$ cat src/rtl/supv_pkg.sv
package supv_pkg;
  localparam int NUM_RAILS = 5;
  localparam int RAIL_A = 0;
  localparam int RAIL_B = 1;
  localparam int RAIL_C = 2;
  localparam int RAIL_D = 3;
  localparam int RAIL_E = 4;
  localparam logic [7:0] CFG_RESET = 8'h06;

  typedef struct packed {
    logic       tick;
    logic       rstGood;
    logic       pgGood;
    logic [1:0] rstSteps;
    logic [1:0] pgSteps;
    logic       rstPol;
    logic       pgPol;
  } supvStrobes_t;

  function automatic logic [1:0] rstCodeSteps(input logic [1:0] code);
    case (code)
      2'b00:   return 2'd3;
      2'b01:   return 2'd1;
      2'b10:   return 2'd2;
      default: return 2'd0;
    endcase
  endfunction

  function automatic logic [1:0] pgCodeSteps(input logic [1:0] code);
    return ~code;
  endfunction
endpackage

$ cat src/rtl/supv_ctrl.sv
module supv_ctrl
  import supv_pkg::*;
(
  input  logic                 clk,
  input  logic                 rstN,
  input  logic                 msTick,
  input  logic [NUM_RAILS-1:0] regOk,
  input  logic [NUM_RAILS-1:0] regOn,
  input  logic                 cfgWe,
  input  logic [7:0]           cfgData,
  output logic [7:0]           cfg,
  output supvStrobes_t         strb
);
  logic [NUM_RAILS-1:0] railGood;
  logic                 groupGood;

  always_ff @(posedge clk or negedge rstN) begin
    if (!rstN)      cfg <= CFG_RESET;
    else if (cfgWe) cfg <= cfgData;
  end

  assign railGood = regOk & regOn;

  always_comb begin
    case (cfg[5:4])
      2'b00:   groupGood = railGood[RAIL_A] & railGood[RAIL_C] &
                           railGood[RAIL_D] & railGood[RAIL_E];
      2'b01:   groupGood = railGood[RAIL_E];
      2'b10:   groupGood = railGood[RAIL_C];
      default: groupGood = railGood[RAIL_D];
    endcase
  end

  always_comb begin
    strb.tick     = msTick;
    strb.rstGood  = railGood[RAIL_A];
    strb.pgGood   = groupGood;
    strb.rstSteps = rstCodeSteps(cfg[1:0]);
    strb.pgSteps  = pgCodeSteps(cfg[3:2]);
    strb.rstPol   = cfg[6];
    strb.pgPol    = cfg[7];
  end
endmodule

$ cat src/rtl/supv_datapath.sv
module supv_datapath
  import supv_pkg::*;
#(
  parameter int STEP_TICKS = 50
) (
  input  logic         clk,
  input  logic         rstN,
  input  supvStrobes_t strb,
  input  logic         ioSupplyOn,
  output logic [1:0]   faultQ,
  output logic         resetOut,
  output logic         pwrGoodOut
);
  localparam int MAX_TICKS = 3 * STEP_TICKS;
  localparam int CW = $clog2(MAX_TICKS + 1) + 1;

  logic [1:0] goodV;
  logic [1:0] polV;
  logic [1:0] stepsV [2];
  logic [1:0] pinV;

  assign goodV     = {strb.pgGood, strb.rstGood};
  assign polV      = {strb.pgPol, strb.rstPol};
  assign stepsV[0] = strb.rstSteps;
  assign stepsV[1] = strb.pgSteps;

  for (genvar ch = 0; ch < 2; ch++) begin : g_chan
    logic [CW-1:0] cnt;
    logic [CW-1:0] target;
    logic [CW-1:0] cntInc;

    assign target = CW'(stepsV[ch]) * CW'(STEP_TICKS);
    assign cntInc = cnt + CW'(1);

    always_ff @(posedge clk or negedge rstN) begin
      if (!rstN) begin
        faultQ[ch] <= 1'b1;
        cnt        <= '0;
      end else if (!goodV[ch]) begin
        faultQ[ch] <= 1'b1;
        cnt        <= '0;
      end else if (faultQ[ch] && strb.tick) begin
        if (cntInc >= target) faultQ[ch] <= 1'b0;
        else                  cnt        <= cntInc;
      end
    end

    assign pinV[ch] = ioSupplyOn & (faultQ[ch] ^ polV[ch]);
  end

  assign resetOut   = pinV[0];
  assign pwrGoodOut = pinV[1];
endmodule

$ cat src/rtl/rail_supervisor.sv
module rail_supervisor
  import supv_pkg::*;
#(
  parameter int STEP_TICKS = 50
) (
  input  logic       clk,
  input  logic       rstN,
  input  logic       msTick,
  input  logic [4:0] regOk,
  input  logic [4:0] regOn,
  input  logic       cfgWe,
  input  logic [7:0] cfgData,
  output logic       resetOut,
  output logic       pwrGoodOut
);
  supvStrobes_t strb;
  logic [7:0]   cfg;
  logic [1:0]   faultQ;

  supv_ctrl u_ctrl (
    .clk(clk), .rstN(rstN), .msTick(msTick), .regOk(regOk), .regOn(regOn),
    .cfgWe(cfgWe), .cfgData(cfgData), .cfg(cfg), .strb(strb)
  );

  supv_datapath #(.STEP_TICKS(STEP_TICKS)) u_dp (
    .clk(clk), .rstN(rstN), .strb(strb), .ioSupplyOn(regOn[RAIL_B]),
    .faultQ(faultQ), .resetOut(resetOut), .pwrGoodOut(pwrGoodOut)
  );
endmodule

$ cat config.mk
export PLATFORM = sky130hd
export DESIGN_NAME = rail_supervisor
export DESIGN_NICKNAME = d
export VERILOG_FILES = /design/src/rtl/supv_pkg.sv /design/src/rtl/supv_ctrl.sv /design/src/rtl/supv_datapath.sv /design/src/rtl/rail_supervisor.sv
export SDC_FILE = /design/constraint.sdc
export NUM_CORES = 1
export LEC_CHECK = 0
export BUFFER_PORTS_ARGS = -buffer_cell sky130_fd_sc_hd__buf_4
export CORE_AREA = 2 2 66 68
export CTS_CLUSTER_DIAMETER = 200
export CTS_CLUSTER_SIZE = 24
export DETAILED_ROUTE_END_ITERATION = 8
export DIE_AREA = 0 0 68 70
export PLACE_DENSITY = 0.7
export SLEW_MARGIN = 20
export SYNTH_ARGS = -nofsm -noshare
export SYNTH_HDL_FRONTEND = slang
export SYNTH_SLANG_ARGS = --single-unit
$ cat constraint.sdc
create_clock -name clk -period 2.8 [get_ports clk]
set_clock_uncertainty 0.2 [all_clocks]
set_input_delay 0.28 -clock clk [delete_from_list [all_inputs] [get_ports clk]]
set_output_delay 0.28 -clock clk [all_outputs]
set_load 0.02 [all_outputs]
; After elaboration in Yosys (flattened, before gate mapping)
; Index checks and enable logic that the tools add are counted.
[totals]
inputBits = 22
reg_bits = 28
out_inout_bits = 2
elab_cells = 52
[classes]
multipliers = 2
n_bitwise = 9
n_addsub = 2
n_reduce_logical = 8
n_mux = 14
eq_ne = 10
n_lt_le_gt_ge = 2
[op_table]
columns = cell, count
row1 = $mux W9, 6
row2 = $add A9 B1 Y9 const B, 2
row3 = $ge A9 B8 Y1, 2
row4 = $mul A2 B5 Y7 const B, 2
row5 = $ne A2 B1 Y1 const B, 4
row6 = $reduce_and A2 Y1, 4
row7 = $mux W1, 6
row8 = $pmux W2 S3, 1
row9 = $and A1 B1 Y1, 5
row10 = $and A5 B5 Y5, 1
row11 = $eq A2 B1 Y1 const B, 2
row12 = $eq A2 B2 Y1 const B, 2
row13 = $logic_not A2 Y1, 2
row14 = $ne A2 B2 Y1 const B, 2
row15 = $pmux W1 S3, 1
row16 = $logic_and A1 B1 Y1, 2
row17 = $not A2 Y2, 1
row18 = $xor A1 B1 Y1, 2

; Logic depth before layout (Yosys ltp)
[depth]
depth_word = 7
mapped_depth = 12
mapped_depth_nobuf = 11

; Modules after synthesis
; Synthesis repeated with hierarchy kept, for this count alone.
[unflattened]
hier_cells = 223
area_unflattened_um2 = 2093.3
[modules_own_cells]
columns = module, seq_area_each_um2, instances, area_each_um2, cells_each
row1 = supv_datapath, 503.0, 1, 1697.9, 187
row2 = supv_ctrl, 202.7, 1, 395.4, 36

; Worst setup path before layout
; No wires, ideal clock.
[synth_path]
path_type = register to register
from = register u_dp.g_chan[1].cnt[2]
to = register u_dp.g_chan[1].cnt[7]
arrival_time_ps = 2575
path_buffers = 2
stages_incl_launch_ff = 13
setup_slack_ps = -52
period_less_slack_ps = 2852
setup_ps = 78
required_ps = 2522
cell_sequence = dfrtp_1 -> buf_2 -> and3_1 -> and3_1 -> and3_1 -> xnor2_1 -> ha_1 -> nand4_1 -> a211o_1 -> and4_1 -> clkbuf_1 -> a31o_2 -> a21oi_1
[synth_via]
elab_chain_cells = 4
word_cells_on_any_way = 7
classes_between = add/sub: 1 / order compare: 1 / eq/ne: 1 / mux: 3 / reduce/logical: 1
[synth_lines]
columns = item, line_no
row1 = start: declaration, supv_datapath.sv:28  ; logic [CW-1:0] cnt;
row2 = start signal: assignment, supv_datapath.sv:44  ; else cnt <= cntInc;
row3 = $add A9 B1 Y9 (*), supv_datapath.sv:33  ; assign cntInc = cnt + CW'(1);
row4 = $ge A9 B8 Y1 or $mux W9 (tied branches), supv_datapath.sv:43  ; if (cntInc >= target) faultQ[ch] <= 1'b0;
row5 = $ne A2 B2 Y1 (no source line) or $mux W9 (tied branches), -
row6 = $reduce_and A2 Y1 (no source line) or $mux W9 (tied branches), -
; Mark *: on every way between the ends. The rest lies on a longest branch, timed or not. The select of a mux whose other input is x is not followed.
; A chain may end at the register's enable or synchronous reset.

; Final worst setup path
[layout_path]
from = register u_dp.g_chan[1].cnt[0]
to = register u_dp.g_chan[1].cnt[2]
; Same word-level chain as after synthesis.

==> out/results.ini <==
[timing]
hold_viol=0
drv_slew=0
fin_ws_ps=-97.19
maxSlewHeadroom_pct=69.35
setup_viol=5
worst_pin_slew_ps=456.7
period_needed_ps=2897
fmax_ghz=0.3452
fin_crit_sh_pct=103.5
rsz0062_at_grt=true
whs_ps=13.86

[cells_and_area]
final_util_pct=70.20
n_fill_cell=300
layout.nets=320
diodes=0
final_cell_count_no_fill=328
multi_input_area_um2=1600
final_area_um2=2909
drive_gt1_share_pct=44.93
register_area_um2=705.7
syn_to_final_growth_pct=42.29

[worst_setup_path]
critPathKind=flip-flop to flip-flop
rr_startpoint=u_dp.g_chan[1].cnt[0]
r2r_end=u_dp.g_chan[1].cnt[2]
crit_buf_inv=1
crit_fanout=3
startpoint_type=flip-flop
crit_family=simple AND/OR/NAND/NOR gates
cp.required_ps=2800
r2r_cells=10
end_kind=flip-flop
path_cells=and3_4, buf_4, nand3_2, xnor2_2, ha_1, and3_1, o21ai_2, nand4_1, or4_4, a21oi_2
arrival_ps=2900
max_stage_delay_ps=500
reg2reg_setup_slack_ps=-100
cp_slowest_cell=or4_4

[clocking]
clockRootBuffer=clkbuf_8
cts_tree=done
clk_latency_ps=280
cts_max_level=1
cts_buffers=3
clock_sinks=28
path_clk_slew_ps=100
cts_buffer_depth=2

[route]
finalWirelength_um=5668
drc=0
drtAntennaViolNets=0
drtIter0Drc=98
num_vias=1913
via_per_inst=5.832
wl_per_cell_um=17.28
first_pass_iters=4

[min_path]
whs_endpoint=u_ctrl.cfg[3]
worstHoldStart=cfgData[3]
min_path_cells=3
hp-class=input pin to flip-flop

[place]
post_dp_cell_area_um2=2430
dp.cells=316
port_buffers=22
gp_congestion=0.8469
dpl.hpwl_um=3382

[power_and_ir_drop]
peakVddDrop_mv=0.3044
leakage_nw=1.318
p_total_w=0.0009315
p_per_area_nw_per_um2=320.2

[yosys]
avgSynthCellArea_um2=9.127
ys_seq_elements=28
syn_nets=266
synthCells=224
syn_area_um2=2044
yosysWarnings=0
yosys_most_used_dff=dfrtp_1
synth_edf_count=0
ys_seq_area_share_pct=34.52
synthArstFlopShare_pct=100.0
ys_types=42

[die]
die_x_um=68
rows=24
die_h_um=70
start_util_pct=49.34
core_um2=4144
ios=24
dieArea_um2=4760

[job]
maxCapViolCount=0

[global_route]
grt_pass1_wl_um=8293
grt_use_total_pct=22.43
antenna_found_initial=0
grt_max_degree=29
overflow=0
grt_pass1_vias=1854

[status]
status=complete, but fails checks
violations=negative setup slack

final cells by class:
cell class	count	share of cell area [%]
Inverter	18	2.409
Timing Repair Buffer	54	14.67
Clock buffer	3	1.419
Tap cell	52	2.237
Sequential cell	28	24.26
Multi-Input combinational cell	173	55.01
cells in the mapped netlist (all sizes together) (2+ instances only):
library cell  count  area share (%)
nand3            12             2.9
a21o              6             2.2
xnor2             6             2.6
or2               4             1.2
or4               5             1.8
a41o              2            0.98
a21oi            15             3.7
dfrtp            24              29
mux2              4             2.2
or3               6             1.8
clkbuf            3            0.55
buf               3             1.0
a221oi            2             1.5
a31oi             3            0.92
nand2            17             3.1
nand4             7             2.4
and2              3            0.92
dfstp             4             5.1
o2111ai           2             1.2
and3              5             1.5
inv              18             3.3
nor2             12             2.2
a31o              3             1.3
o31ai             7             2.6
xor2              7             3.0
mux2i             2            0.98
nand2b            2            0.61
o21ai            11             2.7
ha               20              12
worst register-to-register path, delay by kind of cell, from the launching register on:
family,cells,cell delay (ps)
DFF,1,440
xor gates and xnor gates,1,180
AOI/OAI and AO/OA,2,330
and+or+nand+nor,5,1250
buffers and inverters,1,120
adders and majority gates,1,320
sequential cells by signal, indices dropped and copies added, names as in the netlist:
| register | flops |
|---|---|
| u_ctrl.cfg | 8 |
| u_dp.faultQ | 2 |
| u_dp.g_chan.cnt | 18 |
metal layers:
layer / share of wire (%) / GRT usage, % / up-vias
li1: - / - / 934
met1: 44 / 33.78 / 914
met2: 50 / 33.55 / 61
met3: 4.8 / 3.221 / 4
met4: 1.0 / 5.778 / 0
met5: 0 / 0 / -
report_power, final:
group / switching (W) / internal (W)
registers: 0.0000135 / 0.000421
clock network: 0.000135 / 0.0000969
logic: 0.000137 / 0.000129
placed cells by master (no fill, tap or decap), types with 5 or more instances in the layout:
cell type,count
o21ai_0,7
or3_1,6
nand3_1,9
buf_4,48
buf_6,5
dfrtp_1,24
a21oi_1,11
xor2_1,6
a21o_1,6
nand2_1,16
ha_1,13
nand4_1,6
inv_1,16
nor2_1,7
cell families (layout without fill, tap and decap cells):
| kind of cell | after synthesis | count (layout) | share of synthesized area, % |
|---|---|---|---|
| AND/OR/NAND/NOR | 76 | 76 | 19.89 |
| AO/OA/AOI/OAI | 57 | 58 | 19.71 |
| flip-flops | 28 | 28 | 34.52 |
| buffers and inverters | 24 | 75 | 4.896 |
| adder cells (fa/ha/maj) | 20 | 20 | 12.24 |
| XOR/XNOR | 13 | 13 | 5.569 |
| multiplexers | 6 | 6 | 3.182 |
worst max path at each step:
stage | startpoint | end | slack (ps) | cells past startpoint
2_1_floorplan | u_dp.g_chan[1].cnt[2] | u_dp.g_chan[1].cnt[6] | 6 | 11
3_3_place_gp | u_ctrl.cfg[1] | u_dp.g_chan[0].cnt[3] | -30 | 10
3_5_place_dp | u_ctrl.cfg[1] | u_dp.g_chan[0].cnt[3] | -90 | 10
4_1_cts | u_ctrl.cfg[1] | u_dp.g_chan[0].cnt[1] | -20 | 12
5_1_grt | u_dp.g_chan[1].cnt[0] | u_dp.g_chan[1].cnt[2] | -190 | 10
6_report | u_dp.g_chan[1].cnt[0] | u_dp.g_chan[1].cnt[2] | -100 | 10
through the flow:
stage / setup WS (ps) / TNS (ps)
2_1_floorplan: 6.249 / 0
3_3_place_gp: -28.66 / -77.21
3_5_place_dp: -89.93 / -188.4
4_1_cts: -15.46 / -26.24
5_1_grt: -186.6 / -982.9
6_report: -97.19 / -197.9
repair_timing:
action	in CTS	in global routing
hold endpoints to repair	24	0
setup buffers	3	4
gates resized for setup	11	62
hold buffers	1	0
cloned	1	0
endpoints found under the setup margin	9	18
pin swaps	7	27
Note: power is estimated with default switching activity, not from simulation.
